File: src/rtl/pulse_gen_pkg.sv
package pulse_gen_pkg;
  typedef struct packed {
    logic fall_lvl;
    logic rise_lvl;
    logic clr_n;
  } ctl_t;

  localparam int CTL_W = $bits(ctl_t);
  localparam ctl_t CTL_IDLE = '{fall_lvl: 1'b1, rise_lvl: 1'b0, clr_n: 1'b0};
endpackage

File: src/rtl/pg_sync.sv
module pg_sync #(
  parameter int STAGES = 2,
  parameter int W = 3,
  parameter logic [W-1:0] RST_VAL = '0
) (
  input  logic         clk,
  input  logic         rst,
  input  logic [W-1:0] d,
  output logic [W-1:0] q
);
  logic [W-1:0] stage_q [STAGES];

  always_ff @(posedge clk) begin
    if (rst) stage_q[0] <= RST_VAL;
    else     stage_q[0] <= d;
  end

  for (genvar g = 1; g < STAGES; g++) begin : g_stage
    always_ff @(posedge clk) begin
      if (rst) stage_q[g] <= RST_VAL;
      else     stage_q[g] <= stage_q[g-1];
    end
  end

  assign q = stage_q[STAGES-1];
endmodule

File: src/rtl/pg_trig_gate.sv
module pg_trig_gate
  import pulse_gen_pkg::*;
(
  input  logic clk,
  input  logic rst,
  input  ctl_t lvl,
  output logic fire
);
  ctl_t prev_q;
  logic fall_edge, rise_edge, clr_edge;

  always_ff @(posedge clk) begin
    if (rst) prev_q <= CTL_IDLE;
    else     prev_q <= lvl;
  end

  always_comb begin
    fall_edge = prev_q.fall_lvl & ~lvl.fall_lvl;
    rise_edge = ~prev_q.rise_lvl & lvl.rise_lvl;
    clr_edge  = ~prev_q.clr_n & lvl.clr_n;
    fire = (fall_edge & lvl.rise_lvl & lvl.clr_n)
         | (rise_edge & ~lvl.fall_lvl & lvl.clr_n)
         | (clr_edge & ~lvl.fall_lvl & lvl.rise_lvl);
  end
endmodule

File: src/rtl/pg_timer.sv
module pg_timer #(
  parameter int CW = 16
) (
  input  logic          clk,
  input  logic          rst,
  input  logic          fire,
  input  logic          clr_n,
  input  logic [CW-1:0] width,
  output logic [CW-1:0] cnt_q,
  output logic          active
);
  localparam logic [CW-1:0] ONE = CW'(1);

  always_ff @(posedge clk) begin
    if (rst)                cnt_q <= '0;
    else if (!clr_n)        cnt_q <= '0;
    else if (fire)          cnt_q <= width;
    else if (cnt_q != '0)   cnt_q <= cnt_q - ONE;
  end

  assign active = (cnt_q != '0) && clr_n;
endmodule

File: src/rtl/retrig_pulse.sv
module retrig_pulse
  import pulse_gen_pkg::*;
#(
  parameter int WIDTH_W = 16,
  parameter int SYNC_STAGES = 2
) (
  input  logic               clk,
  input  logic               rst,
  input  logic               fall_trig_i,
  input  logic               rise_trig_i,
  input  logic               clear_n_i,
  input  logic [WIDTH_W-1:0] width_i,
  output logic               pulse_o,
  output logic               pulse_n_o
);
  ctl_t               raw_lvl;
  ctl_t               lvl_s;
  logic               fire;
  logic [WIDTH_W-1:0] cnt_q;
  logic               active;

  assign raw_lvl = '{fall_lvl: fall_trig_i, rise_lvl: rise_trig_i, clr_n: clear_n_i};

  pg_sync #(
    .STAGES (SYNC_STAGES),
    .W      (CTL_W),
    .RST_VAL(CTL_IDLE)
  ) sync_i (
    .clk(clk),
    .rst(rst),
    .d  (raw_lvl),
    .q  (lvl_s)
  );

  pg_trig_gate gate_i (
    .clk (clk),
    .rst (rst),
    .lvl (lvl_s),
    .fire(fire)
  );

  pg_timer #(.CW(WIDTH_W)) timer_i (
    .clk   (clk),
    .rst   (rst),
    .fire  (fire),
    .clr_n (lvl_s.clr_n),
    .width (width_i),
    .cnt_q (cnt_q),
    .active(active)
  );

  assign pulse_o   = active;
  assign pulse_n_o = ~active;
endmodule

File: config.mk
export PLATFORM = sky130hd
export DESIGN_NAME = retrig_pulse
export DESIGN_NICKNAME = d
export VERILOG_FILES = /design/src/rtl/pulse_gen_pkg.sv /design/src/rtl/pg_sync.sv /design/src/rtl/pg_trig_gate.sv /design/src/rtl/pg_timer.sv /design/src/rtl/retrig_pulse.sv
export SDC_FILE = /design/constraint.sdc
export NUM_CORES = 1
export LEC_CHECK = 0
export CELL_PAD_IN_SITES_DETAIL_PLACEMENT = 1
export CELL_PAD_IN_SITES_GLOBAL_PLACEMENT = 1
export CORE_MARGIN = 2
export CORE_UTILIZATION = 35
export DETAILED_ROUTE_END_ITERATION = 8
export GPL_TIMING_DRIVEN = 0
export PLACE_DENSITY_LB_ADDON = 0.1
export SLEW_MARGIN = 5
export SYNTH_ARGS = -nofsm -noshare
export SYNTH_HDL_FRONTEND = slang
export SYNTH_SLANG_ARGS = --single-unit
File: constraint.sdc
create_clock -name clk -period 2.46 [get_ports clk]
set_clock_uncertainty 0.15 [all_clocks]
set_input_delay 0.738 -clock clk [delete_from_list [all_inputs] [get_ports clk]]
set_output_delay 0.738 -clock clk [all_outputs]
set_load 0.01 [all_outputs]
==> metrics.txt <==
syn_nets=153; initial antenna violation count=0; dpl ws=-270 ps; Filler cells=395; main area contributors after synthesis=dfxtp_1, nor2_1, xnor2_1, a211oi_1, nand3_1; total iterations of the first detailed-routing run=4; Startpoint Class=flop; CTS Buf Count=3; Vias=1,048; DIE AREA=3780 um^2; Max Freq=0.403 GHz; CTS tree=built; hold-fix buffers at CTS=0; hpwl dp=2.24 mm; GRT Total Usage=0.190; global-route wire length before repair=5.11 mm; setup tns final=-24.0 ps; mux cell area share after synthesis=0.00866; Core Area=3100 um^2; share of flip-flops with an asynchronous set or reset=0; clock latency on the worst-skew pair=340 ps; register area share after synthesis=0.433; CTS max path bufs=2; ANT nets after route=0; die span in x=61.5 um; WL final=3.08 mm; Yosys top cell area share=0.433; status=finished, violations left; Synth-to-Final Area Change=33.8%; Iter 0 DRT Violations=32; fin cells=207; Critical Path AT=1600 ps; Simple-Gate Fraction of Synth Area=0.311; Diodes inserted=0; Worst Max-Slew Pin Slew=673 ps; Routability Congestion=0.792; RSZ-0062 raised after global routing=true; ratio of cells with drive above 1 in the final layout=0.202; max-cap violations=0; CP required=1570 ps; Port Buffers=22; Slew headroom=0.548; largest net degree at the start of global routing=17; register clock-pin slew on the reported worst setup and hold paths=150 ps; worst-path fanout max=2; routed len/inst=14.9 um; # IOs=23; NumNets Final=186; PD cells=441 nW/um^2; Max IR drop VDD=277 uV; final setup vio count=1; Synth Warn #=0; Synth Area in Compound Gates=0.154; Final WS setup=-24.0 ps; Root Buffer=clkbuf_4; grt total ovfl=0; final hold viol count=0; CP Class=reg2out; dpl cells=197; Synth Register Bits=25; Yosys cell types=36; via-per-instance ratio=5.06; chip height=61.5 um; Post-synth top flop=dfxtp_1; Synth Area in XOR/XNOR=0.0606; leakage=0.629 nW; Hold WC Path Type=reg2reg; post-synth top area cell=dfxtp_1; EDFF count, synth=0; failing checks=negative setup slack; fin crit share=1.01; crit end category=primary output; fin. max-slew vios=0; vias in the first global route=1,099; # rows=20; Initial Util=0.373; Cells after Synth=131; Post-Synth Adder-Cell Area=0.0108; largest family of logic cells by synthesized area=simple AND/OR/NAND/NOR gates; clock sink total=25; Synth Area per Inst=8.83 um^2; drc violations=0; Final min period=2480 ps; H-tree Lvls=1; Mapped Area=1160 um^2
==> metrics by stage <==
stage                     utilization  hold slack [ps]  power (mW)  area [um^2]
final                           0.498              297       0.683         1550
after global routing            0.498              318       0.721         1550
after CTS                       0.490              307       0.695         1520
after detailed placement        0.461              262       0.490         1430
after global placement          0.461              252       0.488         1430
after floorplan                     -              239       0.449         1160
==> cell usage in the layout (no fill, tap or decap), types with 2 or more instances in the layout <==
master	netlist	final
o21ai_0	6	6
nor2b_1	5	5
o21a_1	2	2
nor2_1	15	15
a31oi_1	3	3
or2_2	3	3
inv_1	4	4
buf_2	0	2
nand3_1	7	6
clkbuf_4	0	3
xor2_1	2	2
a211oi_1	6	6
or4_1	3	3
clkbuf_1	3	3
dfxtp_2	0	2
nor4_2	2	3
a21oi_1	2	2
dfxtp_4	0	4
clkdlybuf4s50_1	0	20
xnor2_1	6	6
nand4_1	3	3
nor3_1	7	7
dfxtp_1	25	19
nand2_1	8	7
buf_4	0	6
==> per-layer routing <==
layer,track usage,up-vias,share of wire
met1,0.224,483,0.44
li1,-,543,-
met4,0.0578,0,0.010
met3,0.0525,4,0.035
met2,0.336,18,0.51
met5,0,-,0
==> timing repair <==
item	in CTS	in global routing
gates resized for setup	20	4
cloned	0	0
endpoints found under the hold margin	0	0
setup endpoints to repair	2	2
pin swaps	3	1
buffers inserted	5	1
==> sequential cells by signal, summed over array words and instances (netlist names) <==
register        cells
gate_i.prev_q       3
timer_i.cnt_q      16
sync_i.stage_q      6
==> final cells by class <==
cell class / count / area (um^2) / area share
plain buffers: 3 / 11.3 / 0.00728
clock buffers: 3 / 22.5 / 0.0146
clock inverters: 1 / 8.76 / 0.00566
inverters: 4 / 15.0 / 0.00971
multi-input cells: 99 / 661 / 0.427
flip-flops and latches: 25 / 518 / 0.335
well taps: 44 / 55.1 / 0.0356
repair buffers: 28 / 255 / 0.165
==> synthesized netlist by cell type, drive strengths merged, types with 2 or more instances <==
cell type,instances
a211oi,7
a21oi,2
a31oi,3
clkbuf,3
dfxtp,25
inv,4
nand2,8
nand3,7
nand4,3
nor2,15
nor2b,6
nor3,8
nor4,5
o21a,2
o21ai,8
or2,3
or4,3
xnor2,6
xor2,2
==> logic make-up (layout without fill, tap and decap cells) <==
| kind of cell | count (synthesis) | after routing |
|---|---|---|
| DFF | 25 | 25 |
| and+or+nand+nor | 63 | 63 |
| xor gates and xnor gates | 8 | 8 |
| AOI/OAI and AO/OA | 26 | 26 |
| buffers and inverters | 7 | 39 |
| muxes | 1 | 1 |
| adders and majority gates | 1 | 1 |
==> path summary, 6_finish.rpt <==
| check | start | endpoint | slack (ps) | depth (start not counted) |
|---|---|---|---|---|
| worst max register to register | timer_i.cnt_q[3]$_SDFFE_PP0P_ | timer_i.cnt_q[11]$_SDFFE_PP0P_ | 380 | 7 |
| worst max-delay path | timer_i.cnt_q[3]$_SDFFE_PP0P_ | pulse_o | -20 | 6 |
| worst min register to register | sync_i.stage_q[0][2]$_SDFF_PP1_ | sync_i.stage_q[1][2]$_SDFF_PP1_ | 300 | 1 |
| worst min-delay path | sync_i.stage_q[0][2]$_SDFF_PP1_ | sync_i.stage_q[1][2]$_SDFF_PP1_ | 300 | 1 |
==> worst max-delay path: stages (launching register included) <==
cell	delay, ps
dfxtp_4	390
nor4_4	250
and4b_1	270
nand3_2	120
nand2_2	90
inv_1	40
buf_2	130
==> report_power, final <==
group          switching [mW]  internal, mW
clock                   0.136        0.0664
sequential            0.00356         0.408
combinational          0.0248        0.0446
total                   0.164         0.519
Note: power is estimated with default switching activity, not from simulation.
